--- config.mk ---
export PLATFORM = sky130hd
export DESIGN_NAME = ushift_bus_reg
export DESIGN_NICKNAME = d
export VERILOG_FILES = /design/src/rtl/ushift_pkg.sv /design/src/rtl/ushift_next.sv /design/src/rtl/ushift_store.sv /design/src/rtl/ushift_bus_drv.sv /design/src/rtl/ushift_bus_reg.sv
export SDC_FILE = /design/constraint.sdc
export NUM_CORES = 1
export LEC_CHECK = 0
export ABC_AREA = 0
export BUFFER_PORTS_ARGS = -buffer_cell sky130_fd_sc_hd__clkbuf_2
export CAP_MARGIN = 0
export CORE_AREA = 2 2 39 41
export CTS_BUF_LIST = sky130_fd_sc_hd__clkbuf_2
export DETAILED_ROUTE_END_ITERATION = 7
export DIE_AREA = 0 0 41 43
export PLACE_DENSITY_LB_ADDON = 0.08
export SLEW_MARGIN = 30
export SYNTH_ARGS = -nofsm -noshare
export SYNTH_HDL_FRONTEND = slang
export SYNTH_SLANG_ARGS = --single-unit
--- constraint.sdc ---
create_clock -name clk -period 1.9 [get_ports clk]
set_clock_uncertainty 0.1 [all_clocks]
set_input_delay 0.285 -clock clk [delete_from_list [all_inputs] [get_ports clk]]
set_output_delay 0.285 -clock clk [all_outputs]
set_load 0.01 [all_outputs]
--- src/rtl/ushift_pkg.sv ---
package ushift_pkg;
  typedef enum logic [1:0] {
    MODE_KEEP = 2'b00,
    MODE_UP   = 2'b01,
    MODE_DN   = 2'b10,
    MODE_LOAD = 2'b11
  } mode_t;
endpackage

--- src/rtl/ushift_next.sv ---
module ushift_next
  import ushift_pkg::*;
#(
  parameter int WIDTH = 8
) (
  input  mode_t            mode_i,
  input  logic [WIDTH-1:0] q_i,
  input  logic             ser_up_i,
  input  logic             ser_dn_i,
  input  logic [WIDTH-1:0] load_i,
  output logic [WIDTH-1:0] nxt_o,
  output logic             en_o
);
  localparam int TOP = WIDTH - 1;

  // per-bit neighbour selection
  for (genvar i = 0; i < WIDTH; i++) begin : g_bit
    logic from_below;
    logic from_above;
    if (i == 0) begin : g_low
      assign from_below = ser_up_i;
    end else begin : g_low_mid
      assign from_below = q_i[i-1];
    end
    if (i == TOP) begin : g_high
      assign from_above = ser_dn_i;
    end else begin : g_high_mid
      assign from_above = q_i[i+1];
    end

    always_comb begin
      unique case (mode_i)
        MODE_UP:   nxt_o[i] = from_below;
        MODE_DN:   nxt_o[i] = from_above;
        MODE_LOAD: nxt_o[i] = load_i[i];
        default:   nxt_o[i] = q_i[i];
      endcase
    end
  end

  assign en_o = (mode_i != MODE_KEEP);
endmodule

--- src/rtl/ushift_store.sv ---
module ushift_store #(
  parameter int WIDTH = 8
) (
  input  logic             clk,
  input  logic             rst_n,
  input  logic             en_i,
  input  logic [WIDTH-1:0] d_i,
  output logic [WIDTH-1:0] q_o
);
  logic [WIDTH-1:0] q_r;
  logic [WIDTH-1:0] q_nxt;

  always_comb begin
    q_nxt = q_r;
    if (en_i) q_nxt = d_i;
  end

  always_ff @(posedge clk or negedge rst_n) begin
    if (!rst_n) q_r <= '0;
    else        q_r <= q_nxt;
  end

  assign q_o = q_r;

  // a disabled clock enable leaves the contents unchanged
  a_r1_keep_stable: assert property (@(posedge clk) disable iff (!rst_n)
    !en_i |=> $stable(q_r));
endmodule

--- src/rtl/ushift_bus_drv.sv ---
module ushift_bus_drv
  import ushift_pkg::*;
(
  input  logic  en_a_n,
  input  logic  en_b_n,
  input  mode_t mode_i,
  output logic  oe_o
);
  logic enables_on;
  logic load_sel;

  always_comb begin
    enables_on = !en_a_n && !en_b_n;
    load_sel   = (mode_i == MODE_LOAD);
    oe_o       = enables_on && !load_sel;
  end
endmodule

--- src/rtl/ushift_bus_reg.sv ---
module ushift_bus_reg
  import ushift_pkg::*;
#(
  parameter int WIDTH = 8
) (
  input  logic             clk,
  input  logic             rst_n,
  input  logic             ser_up_i,
  input  logic             ser_dn_i,
  input  logic             en_a_n,
  input  logic             en_b_n,
  input  logic [1:0]       mode_i,
  input  logic [WIDTH-1:0] bus_i,
  output logic [WIDTH-1:0] bus_o,
  output logic             bus_oe_o,
  output logic             lsb_o,
  output logic             msb_o
);
  localparam int TOP = WIDTH - 1;

  mode_t            mode;
  logic [WIDTH-1:0] q;
  logic [WIDTH-1:0] q_nxt;
  logic             q_en;

  assign mode = mode_t'(mode_i);

  ushift_next #(.WIDTH(WIDTH)) u_next (
    .mode_i   (mode),
    .q_i      (q),
    .ser_up_i (ser_up_i),
    .ser_dn_i (ser_dn_i),
    .load_i   (bus_i),
    .nxt_o    (q_nxt),
    .en_o     (q_en)
  );

  ushift_store #(.WIDTH(WIDTH)) u_store (
    .clk   (clk),
    .rst_n (rst_n),
    .en_i  (q_en),
    .d_i   (q_nxt),
    .q_o   (q)
  );

  ushift_bus_drv u_drv (
    .en_a_n (en_a_n),
    .en_b_n (en_b_n),
    .mode_i (mode),
    .oe_o   (bus_oe_o)
  );

  assign bus_o = q;
  assign lsb_o = q[0];
  assign msb_o = q[TOP];

  // shift up moves every bit one place higher
  a_r2_shift_up: assert property (@(posedge clk) disable iff (!rst_n)
    (mode_i == 2'b01) |=> (q == {$past(q[TOP-1:0]), $past(ser_up_i)}));

  // shift down moves every bit one place lower
  a_r3_shift_dn: assert property (@(posedge clk) disable iff (!rst_n)
    (mode_i == 2'b10) |=> (q == {$past(ser_dn_i), $past(q[TOP:1])}));

  // load captures the bus
  a_r4_load: assert property (@(posedge clk) disable iff (!rst_n)
    (mode_i == 2'b11) |=> (q == $past(bus_i)));

  // contents are zero while reset is held
  a_r5_reset_zero: assert property (@(posedge clk)
    !rst_n |-> (q == '0));

  // no bus drive when released or while loading
  a_r8_no_contention: assert property (@(posedge clk) disable iff (!rst_n)
    ((mode_i == 2'b11) || en_a_n || en_b_n) |-> !bus_oe_o);
endmodule

==> flow_metrics.py <==
metrics = {
    "outcome": {
        "outcome": "completed",
    },
    "clock_tree": {
        "clk_latency_ns": 0.23,
        "post_cts_buffers": 0,
        "cts_resized": 0,
        "cts_htree_levels": 1,
        "root_buffer": "clkbuf_2",
        "cts.sink_count": 8,
        "cts_tree": "built",
        "clk_path_buf_depth": 2,
        "ctsHoldBuffers": 1,
        "cts_made_buffers": 3,
        "clk_pin_slew_ns": 0.09,
    },
    "synthesis": {
        "syn_nets": 37,
        "synth_seq_cells": 8,
        "netlist_area_um2": 425,
        "synth.avg_cell_area_um2": 20.3,
        "synth_cell_types": 5,
        "ys_seq_area_frac": 0.471,
        "synthCells": 21,
        "yosys_warnings": 0,
    },
    "detailed_routing": {
        "drt-initial-drc-count": 2,
        "wl_per_cell_um": 13.7,
        "drc": 0,
        "viasPerCell": 4.98,
        "vias": 314,
        "drt_pre_antenna_iters": 2,
        "ant_nets": 0,
        "wl_um": 862,
    },
    "place": {
        "place.gp.congestion": 0.638,
        "dp_hpwl_um": 701,
        "placed_area_um2": 538,
        "port_buffers": 26,
    },
    "worst_setup_path": {
        "ff2ff_path_depth": 1,
        "required_ns": 1.51,
        "r2r_slack_ns": 0.79,
        "cp_top_family": "buffers and inverters",
        "reg2reg_to": "u_store.q_o[2]",
        "crit_path_max_incr_delay_ns": 0.28,
        "critPathKind": "in2out",
        "reg2reg_from": "u_store.q_o[3]",
        "path_buf_inv": 2,
        "timing.critical_path.mode_cell": "clkbuf_2",
        "crit_path_end_kind": "output pin",
        "worstPathCellList": "clkbuf_2 -> a211oi_1 -> clkbuf_2",
        "crit_slowest_cell": "a211oi_1",
        "crit_fanout": 9,
        "startpoint_type": "primary input",
        "crit_arrival_ns": 0.94,
    },
    "floorplan": {
        "die_x_um": 41,
        "initial_core_util": 0.307,
        "ios": 27,
        "row_count": 14,
        "die-area_um2": 1760,
        "die_y_um": 43,
        "coreArea_um2": 1380,
    },
    "sta": {
        "post-route-period-util": 0.697,
        "tightestPinTransition_ns": 0.292,
        "rsz0062_at_grt": "false",
        "finalSetupViolCount": 0,
        "slew_viol_final": 0,
        "max_slew_margin": 0.805,
        "final.setup.tns_ns": 0,
        "max_clock_freq_ghz": 0.755,
        "hold_viol": 0,
        "post-route-min-period_ns": 1.32,
    },
    "layout": {
        "n_fill_cell": 142,
        "finalInstanceArea_um2": 563,
        "layout.nets": 65,
        "largest_reg_flops": 8,
        "layout-drive-gt1-share": 0.787,
        "syn_to_final_growth_pct": 32.4,
        "antenna_cells": 0,
    },
    "min_path": {
        "hold_class": "in2reg",
        "hold_end": "u_store.q_o[0]",
        "hold_path_depth": 2,
        "worst_hold_startpoint": "bus_i[0]",
    },
    "global_routing": {
        "grt_pass1_wl_um": 1410,
        "grt_util_all_layers": 0.124,
        "grt_remaining_overflow": 0,
        "first_global_vias": 326,
        "grt_max_degree": 10,
        "grt_antenna_before_repair": 0,
    },
    "power_and_ir_drop": {
        "total_leakage_power_nw": 0.271,
        "ir_worst_vdd_mv": 0.294,
        "p_int_mw": 0.349,
        "swShare": 0.307,
        "p_per_area_nw_per_um2": 895,
        "p_comb_frac": 0.318,
        "seq_power_share": 0.481,
        "power_frac_clock": 0.200,
        "p_sw_mw": 0.155,
    },
    "job": {
        "drv_cap": 0,
    },
}
## final cells by class
| class | count | area [um^2] | share of cell area |
|---|---|---|---|
| Clock buffer | 3 | 15.0 | 0.0267 |
| Multi-Input combinational cell | 9 | 188 | 0.333 |
| Sequential cell | 8 | 200 | 0.356 |
| Tap cell | 16 | 20.0 | 0.0356 |
| Timing Repair Buffer | 27 | 140 | 0.249 |
## layout by cell type (no fill, tap or decap)
cell type / n
clkbuf_2: 29
a211oi_1: 1
dlygate4sd3_1: 1
dfrtp_1: 8
mux4_2: 8
## per-layer routing
layer	track usage	vias to the layer above	share of wire
met5	0	-	0
met4	0.0600	0	0
met3	0.0314	0	0.088
met2	0.175	19	0.51
met1	0.172	155	0.40
li1	-	140	-
## worst max-delay path by stage
stage                     end  cells past startpoint      start  slack (ns)
2_1_floorplan        bus_oe_o                      2  mode_i[0]        0.73
3_3_place_gp   u_store.q_o[3]                      2  mode_i[0]        0.57
3_5_place_dp   u_store.q_o[2]                      2  mode_i[0]        0.55
4_1_cts              bus_oe_o                      3  mode_i[0]        0.55
5_1_grt              bus_oe_o                      3  mode_i[0]        0.50
6_report             bus_oe_o                      3  mode_i[0]        0.58
## logic make-up after synthesis
group                  count (synthesis)  synth area share
DFF                                    8             0.471
AOI/OAI and AO/OA                      1            0.0177
muxes                                  8             0.424
buffers and inverters                  4            0.0882
## Yosys cell counts (all sizes together)
cell	count	area (um^2)
buf	4	37.5
mux4	8	180
a211oi	1	7.51
dfrtp	8	200
## per-stage QoR
stage / power (mW) / util / worst slack (ns) / hold WS, ns / instances
after global routing: 0.546 / 0.407 / 0.505 / 0.258 / 63
after CTS: 0.518 / 0.407 / 0.551 / 0.252 / 63
after floorplan: 0.346 / - / 0.728 / -0.111 / 21
after global placement: 0.404 / 0.389 / 0.573 / 0.0378 / 59
after detailed placement: 0.410 / 0.389 / 0.551 / 0.0473 / 59
final: 0.504 / 0.407 / 0.576 / 0.267 / 63
## power by group through the flow
stage	logic (mW)	registers [mW]	clock network, mW
after global routing	0.176	0.251	0.118
after global placement	0.160	0.244	0
after CTS	0.164	0.244	0.110
final	0.160	0.243	0.101
after floorplan	0.0898	0.256	0
after detailed placement	0.161	0.248	0
Note: power is estimated with default switching activity, not from simulation.
